### src/rtl/rg_pkg.sv
// Shared types for the warm-start reset generator.
// Assumes nothing beyond a single clock domain for its users.
package rg_pkg;
    typedef enum logic [1:0] {
        RG_IDLE  = 2'd0,
        RG_COLD  = 2'd1,
        RG_WAIT  = 2'd2,
        RG_PULSE = 2'd3
    } rg_state_e;
endpackage

### src/rtl/rg_btn_filter.sv
// Button conditioner: two-flop synchroniser, stable-level debounce, and a
// one-clock press strobe on each released-to-pressed transition.
// Assumes btn_n is low when pressed and may bounce or be asynchronous.
module rg_btn_filter #(
    parameter int DEB_CYCLES = 16
) (
    input  logic clk,
    input  logic rst_n,
    input  logic btn_n,
    output logic press
);
    localparam int DW = $clog2(DEB_CYCLES + 1);
    localparam logic [DW-1:0] DEB_LAST = DW'(DEB_CYCLES - 1);

    logic          sync1_q, sync2_q;
    logic          level_q;
    logic [DW-1:0] stab_cnt_q;
    logic          press_q;

    // Synchronise, debounce and flag a new press.
    always_ff @(posedge clk) begin
        if (!rst_n) begin
            sync1_q    <= 1'b1;
            sync2_q    <= 1'b1;
            level_q    <= 1'b1;
            stab_cnt_q <= '0;
            press_q    <= 1'b0;
        end else begin
            sync1_q <= btn_n;
            sync2_q <= sync1_q;
            press_q <= 1'b0;
            if (sync2_q == level_q) begin
                stab_cnt_q <= '0;
            end else if (stab_cnt_q == DEB_LAST) begin
                level_q    <= sync2_q;
                stab_cnt_q <= '0;
                press_q    <= ~sync2_q;
            end else begin
                stab_cnt_q <= stab_cnt_q + 1'b1;
            end
        end
    end

    assign press = press_q;


    press_after_fall_chk: assert property (@(posedge clk) disable iff (!rst_n)
        press_q |-> (!level_q && $past(level_q)));


    no_repeat_press_chk: assert property (@(posedge clk) disable iff (!rst_n)
        press_q |=> !press_q);
endmodule

### src/rtl/rg_m1_edge.sv
// Fetch-strobe tracker: flags a clock whose m1_n sample is low while the
// previous sample was high, i.e. the start of an opcode fetch.
// Assumes m1_n is synchronous to clk; after reset a high sample is needed first.
module rg_m1_edge (
    input  logic clk,
    input  logic rst_n,
    input  logic m1_n,
    output logic m1_fall
);
    logic m1_prev_q;

    // Remember the previous strobe sample.
    always_ff @(posedge clk) begin
        if (!rst_n) m1_prev_q <= 1'b0;
        else        m1_prev_q <= m1_n;
    end

    assign m1_fall = m1_prev_q & ~m1_n;
endmodule

### src/rtl/rg_pulse_fsm.sv
// Reset sequencer: on a request picks cold or warm mode, waits for a fetch
// in warm mode with a timeout fallback, and times the registered reset level.
// Assumes req is a one-clock strobe and m1_fall marks T1 of a fetch.
module rg_pulse_fsm
    import rg_pkg::*;
#(
    parameter int COLD_CYCLES = 4,
    parameter int M1_TIMEOUT  = 64
) (
    input  logic clk,
    input  logic rst_n,
    input  logic req,
    input  logic warm_sel,
    input  logic m1_fall,
    output logic rst_out_n,
    output logic busy
);
    localparam int CMAX = (COLD_CYCLES > M1_TIMEOUT) ? COLD_CYCLES : M1_TIMEOUT;
    localparam int CW   = $clog2(CMAX + 1);
    localparam logic [CW-1:0] COLD_LAST = CW'(COLD_CYCLES - 1);
    localparam logic [CW-1:0] WAIT_LAST = CW'(M1_TIMEOUT - 1);

    rg_state_e     state_q;
    logic [CW-1:0] cnt_q;
    logic          rst_q;

    // Advance the sequence and drive the registered reset level.
    always_ff @(posedge clk) begin
        if (!rst_n) begin
            state_q <= RG_COLD;
            cnt_q   <= '0;
            rst_q   <= 1'b0;
        end else begin
            unique case (state_q)
                RG_IDLE: begin
                    cnt_q <= '0;
                    if (req) begin
                        state_q <= warm_sel ? RG_WAIT : RG_COLD;
                        rst_q   <= warm_sel;
                    end
                end
                RG_COLD: begin
                    if (cnt_q == COLD_LAST) begin
                        state_q <= RG_IDLE;
                        rst_q   <= 1'b1;
                        cnt_q   <= '0;
                    end else begin
                        cnt_q <= cnt_q + 1'b1;
                    end
                end
                RG_WAIT: begin
                    if (m1_fall) begin
                        state_q <= RG_PULSE;
                        rst_q   <= 1'b0;
                    end else if (cnt_q == WAIT_LAST) begin
                        state_q <= RG_COLD;
                        rst_q   <= 1'b0;
                        cnt_q   <= '0;
                    end else begin
                        cnt_q <= cnt_q + 1'b1;
                    end
                end
                RG_PULSE: begin
                    state_q <= RG_IDLE;
                    rst_q   <= 1'b1;
                    cnt_q   <= '0;
                end
                default: begin
                    state_q <= RG_IDLE;
                    rst_q   <= 1'b1;
                end
            endcase
        end
    end

    assign rst_out_n = rst_q;
    assign busy      = (state_q != RG_IDLE);


    warm_assert_on_fetch_chk: assert property (@(posedge clk) disable iff (!rst_n)
        (state_q == RG_WAIT && m1_fall) |=> !rst_q);


    warm_single_clock_chk: assert property (@(posedge clk) disable iff (!rst_n)
        (state_q == RG_PULSE) |=> (rst_q && state_q == RG_IDLE));


    cold_min_width_chk: assert property (@(posedge clk) disable iff (!rst_n)
        ($fell(rst_q) && state_q == RG_COLD) |=> !rst_q ##1 !rst_q);


    wait_bound_chk: assert property (@(posedge clk) disable iff (!rst_n)
        (state_q == RG_WAIT) |-> (cnt_q < CW'(M1_TIMEOUT)));


    idle_released_chk: assert property (@(posedge clk) disable iff (!rst_n)
        !busy |-> rst_q);


    busy_ignores_req_chk: assert property (@(posedge clk) disable iff (!rst_n)
        (state_q == RG_WAIT && req && !m1_fall && cnt_q != WAIT_LAST) |=> (state_q == RG_WAIT));
endmodule

### src/rtl/warm_reset_gen.sv
// Top of the reset generator: conditions the button, tracks the fetch strobe
// and sequences cold or single-clock warm resets; por_n forces reset at once.
// Assumes clk is the CPU clock and m1_n, warm_sel are synchronous to it.
module warm_reset_gen #(
    parameter int DEB_CYCLES  = 16,
    parameter int COLD_CYCLES = 4,
    parameter int M1_TIMEOUT  = 64
) (
    input  logic clk,
    input  logic por_n,
    input  logic btn_n,
    input  logic warm_sel,
    input  logic m1_n,
    output logic cpu_rst_n,
    output logic busy
);
    logic press;
    logic m1_fall;
    logic seq_rst_n;

    rg_btn_filter #(.DEB_CYCLES(DEB_CYCLES)) u_btn (
        .clk   (clk),
        .rst_n (por_n),
        .btn_n (btn_n),
        .press (press)
    );

    rg_m1_edge u_m1 (
        .clk     (clk),
        .rst_n   (por_n),
        .m1_n    (m1_n),
        .m1_fall (m1_fall)
    );

    rg_pulse_fsm #(.COLD_CYCLES(COLD_CYCLES), .M1_TIMEOUT(M1_TIMEOUT)) u_seq (
        .clk       (clk),
        .rst_n     (por_n),
        .req       (press),
        .warm_sel  (warm_sel),
        .m1_fall   (m1_fall),
        .rst_out_n (seq_rst_n),
        .busy      (busy)
    );

    // Power-on overrides the sequencer without waiting for a clock.
    assign cpu_rst_n = seq_rst_n & por_n;


    out_needs_busy_chk: assert property (@(posedge clk) disable iff (!por_n)
        (!cpu_rst_n) |-> busy);
endmodule

### config.mk
export PLATFORM = sky130hd
export DESIGN_NAME = warm_reset_gen
export DESIGN_NICKNAME = d
export VERILOG_FILES = /design/src/rtl/rg_pkg.sv /design/src/rtl/rg_btn_filter.sv /design/src/rtl/rg_m1_edge.sv /design/src/rtl/rg_pulse_fsm.sv /design/src/rtl/warm_reset_gen.sv
export SDC_FILE = /design/constraint.sdc
export NUM_CORES = 1
export LEC_CHECK = 0
export BUFFER_PORTS_ARGS = -buffer_cell sky130_fd_sc_hd__buf_2
export CAP_MARGIN = 25
export CORE_MARGIN = 2
export CORE_UTILIZATION = 60
export CTS_CLUSTER_DIAMETER = 50
export CTS_CLUSTER_SIZE = 12
export DETAILED_ROUTE_END_ITERATION = 12
export GPL_ROUTABILITY_DRIVEN = 0
export PLACE_DENSITY = 0.87
export REMOVE_ABC_BUFFERS = 1
export SYNTH_ARGS = -nofsm -noshare
export SYNTH_HDL_FRONTEND = slang
export SYNTH_SLANG_ARGS = --single-unit
### constraint.sdc
create_clock -name clk -period 2.45 [get_ports clk]
set_clock_uncertainty 0.05 [all_clocks]
set_input_delay 0.245 -clock clk [delete_from_list [all_inputs] [get_ports clk]]
set_output_delay 0.245 -clock clk [all_outputs]
set_load 0.02 [all_outputs]
==> After elaboration in Yosys (flattened, before gate mapping) <==
Cells that the tools add are included.
{ "word_totals": {"word_cells": 51, "ff_bits": 20, "in_bits": 5, "out_inout_bits": 2} }
{ "op_classes": {"n_mux": 15, "add_sub_neg": 2, "bitwise": 7, "eq_ne": 11, "reduce_logical": 7} }
{ "op_table": {"columns": ["operator", "count"], "rows": [
  ["$mux W7", 3],
  ["$pmux W7 S3", 1],
  ["$mux W2", 5],
  ["$pmux W2 S4", 1],
  ["$add A7 B1 Y7 const B", 1],
  ["$eq A7 B2 Y1 const B", 1],
  ["$eq A7 B6 Y1 const B", 1],
  ["$reduce_or A3 Y1", 2],
  ["$add A5 B1 Y5 const B", 1],
  ["$eq A5 B4 Y1 const B", 1],
  ["$not A1 Y1", 5],
  ["$eq A2 B2 Y1 const B", 2],
  ["$mux W1", 4],
  ["$ne A2 B2 Y1 const B", 2],
  ["$pmux W1 S4", 1],
  ["$ne A3 B2 Y1 const B", 1],
  ["$reduce_and A3 Y1", 1],
  ["$and A1 B1 Y1", 2],
  ["$eq A2 B1 Y1 const B", 1],
  ["$logic_not A2 Y1", 1],
  ["$ne A2 B1 Y1 const B", 1],
  ["$reduce_and A2 Y1", 1],
  ["$reduce_bool A2 Y1", 1],
  ["$reduce_or A2 Y1", 1],
  ["$eq A1 B1 Y1", 1]
]} }

==> Longest topological paths before layout <==
{ "logic_depth": {"ltp_word": 4, "ltp_mapped": 5, "mapped_depth_nobuf": 5} }

==> By module <==
Synthesis repeated with hierarchy kept, for this count alone.
{ "unflattened": {"cells_unflattened": 88, "hier_area_um2": 865.8} }
{ "by_module_without_submodules": {"columns": ["module", "n_inst", "area_per_inst_um2", "cells_each", "seq_area_each_um2"], "rows": [
  ["rg_pulse_fsm", 1, 505.5, 55, 200.2],
  ["rg_btn_filter", 1, 317.8, 29, 180.2],
  ["rg_m1_edge", 1, 36.3, 3, 20.0],
  ["warm_reset_gen", 1, 6.3, 1, 0.0]
]} }

==> Least setup slack after synthesis <==
Ideal clock, no wire load.
{ "synth_path": {"path_type": "register -> register", "start": "register u_seq.cnt_q[0]", "end": "register u_seq.rst_q, in the netlist u_seq.rst_out_n", "setup_slack_ns": 1.057, "required_ns": 2.328, "setup_ns": 0.072, "n_path_buf": 0, "stages_incl_launch_ff": 6, "synth_period_minus_slack_ns": 1.393, "arrival_time_ns": 1.271, "cell_sequence": "dfxtp_1 ha_1 and2b_1 mux2i_1 a211oi_2 mux2i_1"} }
{ "synth_via": {"elab_chain_cells": 3, "word_cells_on_any_way": 5, "cone_classes": "eq/ne: 4; reduce/logical: 1"} }
{ "synth_rtl": {"columns": ["element", "line", "text"], "rows": [
  ["start: declaration", "rg_pulse_fsm.sv:24", "logic [CW-1:0] cnt_q;"],
  ["start signal: assignment", "rg_pulse_fsm.sv:48", "cnt_q <= cnt_q + 1'b1;"],
  ["start signal: assignment", "rg_pulse_fsm.sv:60", "cnt_q <= cnt_q + 1'b1;"],
  ["$eq A7 B6 Y1 / $eq A7 B2 Y1 (equally long branches)", "rg_pulse_fsm.sv:55, rg_pulse_fsm.sv:43", null],
  ["$ne A3 B2 Y1 (no line) / $ne A2 B1 Y1 (equally long branches)", null, null],
  ["$reduce_and A3 Y1 (no line) (*)", null, null],
  ["end signal: assignment", "rg_pulse_fsm.sv:39", "rst_q <= warm_sel;"],
  ["end: declaration", "rg_pulse_fsm.sv:25", "logic rst_q;"]
]} }
Every way passes the cells marked *; elsewhere a longest branch is shown, timed or not.
A chain may end at the register's enable or synchronous reset.

==> Worst setup path after layout <==
Ends and elaborated chain as after synthesis.

==> qor.yml <==
vias: 675
ys_warn_count: 0
maxSlewHeadroom_pct: 76.11
die_y_um: 43.02
drt_first_pass_iters: 6
cts_buffers: 3
n_antenna_cell: 0
syn2layout_area_growth_pct: 10.68
crit_fanout: 4
netlist.area_leader.share_pct: 43.84
critical_path_class: "reg2reg"
rrSetupSlack_ns: 0.91
powerDensity_nw_per_um2: 864.7
r2r_end: "u_seq.rst_out_n"
cp_slowest_cell: "dfxtp_1"
cts_root_buffer: "clkbuf_4"
syn_inst: 96
hp-class: "in2reg"
antenna_found_initial: 0
cts_tree: "done"
die_w_um: 43.02
synth_seq_cells: 20
multi_input_area_um2: 489.2
endpoint_kind: "flip-flop"
vias_per_cell: 5.579
avgSynthCellArea_um2: 9.514
crit_start: "u_seq.cnt_q[0]"
portBuffers: 6
final_layout_size_suffix_gt1_share_pct: 17.14
pin_count: 7
setup-violations-final: 0
nNetsFinal: 114
rsz0062_at_grt: "false"
routed_wl_mm: 1.490
critPathBufInv: 0
seqPwrFrac_pct: 46.4
cts_buffer_depth: 2
grt_pass1_vias: 667
cpMostUsedCell: "mux2i_1"
p_leak_nw: 0.4144
worstPathCellList: "ha_1 > and2b_1 > mux2i_1 > a211oi_2 > mux2i_1"
grt_pass1_wl_mm: 2.642
synth_commonest_cells: "dfxtp_1 (20), nor2_1 (16), nand2_1 (7), nand2b_1 (6), xnor2_1 (6)"
start_kind: "flip-flop"
required_ns: 2.65
power_uw: 874.2
cp-endpoint: "u_seq.rst_out_n"
cp.arrival_ns: 1.74
hold_buffers: 0
regArea_um2: 400.4
synth-edff-count: 0
path_depth: 5
postRouteAntennaNets: 0
synthFlopType: "dfxtp_1"
cts_resized: 0
final.fill_count: 113
dieArea_um2: 1850
timing.final.hold_violations: 0
ys_seq_area_share_pct: 43.84
clock-sinks: 20
intPower_uw: 621.0
htreeDepth: 1
stdcell_count: 121
initial_core_util_pct: 62.07
netSwitchingFraction_pct: 28.97
drc_errors: 0
rr_worst_depth: 5
status: "finished clean"
setup_tns_ns: 0
coreArea_um2: 1471
grt_max_degree: 13
ys_top_cells_by_area: "dfxtp_1 (44%), nor2_1 (6.6%), xnor2_1 (5.8%)"
fmax_mhz: 647.7
p_sw_uw: 253.2
fin_crit_ns: 1.544
wl_per_cell_um: 12.31
slew_viol_final: 0
grtUsageTotal_pct: 19.61
drtIter0Drc: 6
pwr-share-clk_pct: 30.7
clk_latency_ns: 0.30
row_count: 14
async_flop_share_pct: 0
critPathMaxStageDelay_ns: 0.39
peakVddDrop_mv: 0.6733
regToRegStartpoint: "u_seq.cnt_q[0]"
dp_cells: 117
tightest_slew_ns: 0.3583
cap_violations: 0
fin_crit_sh_pct: 63.02
syn_area_um2: 913.4
overflow: 0
cp_top_family: "flip-flops"
ys_types: 29
p_comb_share_pct: 22.9
post_cts_buffers: 0
synth_area_leader_cell: "dfxtp_1"
path_clk_slew_ns: 0.11
synth_most_common_cell: "dfxtp_1"
==> flip-flops by register name, indices dropped and copies added (netlist names) <==
name / flops
u_btn.press: 1
u_m1.m1_prev_q: 1
u_seq.rst_out_n: 1
u_btn.level_q: 1
u_btn.sync1_q: 1
u_btn.stab_cnt_q: 5
u_seq.cnt_q: 7
u_seq.state_q: 2
u_btn.sync2_q: 1
==> cell families after synthesis <==
group,Yosys count,synth area share (%)
compound gates,10,8.220
xor+xnor,9,8.631
fa+ha+maj,3,4.110
buf+inv,6,2.602
flops,20,43.84
mux,3,3.288
simple gates,45,29.32
==> power groups by stage <==
stage	sequential, mW	combinational, mW	clock [mW]
floorplan	0.402	0.160	0
global placement	0.410	0.189	0
detailed placement	0.412	0.199	0
CTS	0.405	0.201	0.274
global route	0.414	0.227	0.285
finish	0.405	0.200	0.268
==> cells in the final DEF (no fill, tap or decap), types with 2 or more instances in the layout <==
cell type	count
nand2b_1	6
clkbuf_4	3
nor2_1	16
a211oi_2	2
xor2_1	3
xnor2_1	6
nand3_1	3
ha_1	3
buf_2	6
dfxtp_1	20
nand2_1	7
mux2i_1	3
a21oi_1	4
nor3_2	2
inv_1	5
==> how the worst min path moves through the flow <==
stage                             start            end  depth (start not counted)  slack (ns)
final                             btn_n  u_btn.sync1_q                          2        0.07
after global routing              btn_n  u_btn.sync1_q                          2        0.05
after CTS                         btn_n  u_btn.sync1_q                          2        0.06
after detailed placement  u_btn.sync1_q  u_btn.sync2_q                          1        0.35
after global placement    u_btn.sync1_q  u_btn.sync2_q                          1        0.35
after floorplan                   por_n  u_btn.level_q                          1        0.26
==> cell type report <==
type,count,share of cell area [%]
multi-input cells,70,48.39
flip-flops and latches,20,39.60
clock inverters,1,2.970
repair buffers,6,2.970
clock buffers,3,2.228
well taps,16,1.980
inverters,5,1.856
==> per-stage QoR <==
stage	cell area [um^2]	util (%)	hold slack, ns	worst slack [ns]
finish	1011	68.71	0.06696	0.9060
global route	1011	68.71	0.05453	0.8069
CTS	1011	68.71	0.06284	0.9188
detailed placement	958.4	65.14	0.3541	0.9403
global placement	958.4	65.14	0.3453	0.9972
floorplan	908.4	-	0.2569	1.057
==> worst register-to-register path: cells and delay by family (launching register included) <==
family,cells,cell delay [ns]
adder cells (fa/ha/maj),1,0.20
multiplexers,2,0.32
flip-flops,1,0.39
AO/OA/AOI/OAI,1,0.32
AND/OR/NAND/NOR,1,0.22
==> layer usage <==
metal  track usage [%]  vias to the layer above  wire [um]  part of all wire [%]
met1             18.83                      326        634                    43
met5                 0                        -          0                     0
met2             36.67                        7        787                    53
met3             7.660                        2         49                   3.3
met4             7.879                        0         18                   1.2
li1                  -                      340          -                     -
Power figures use the tool's default switching activity.
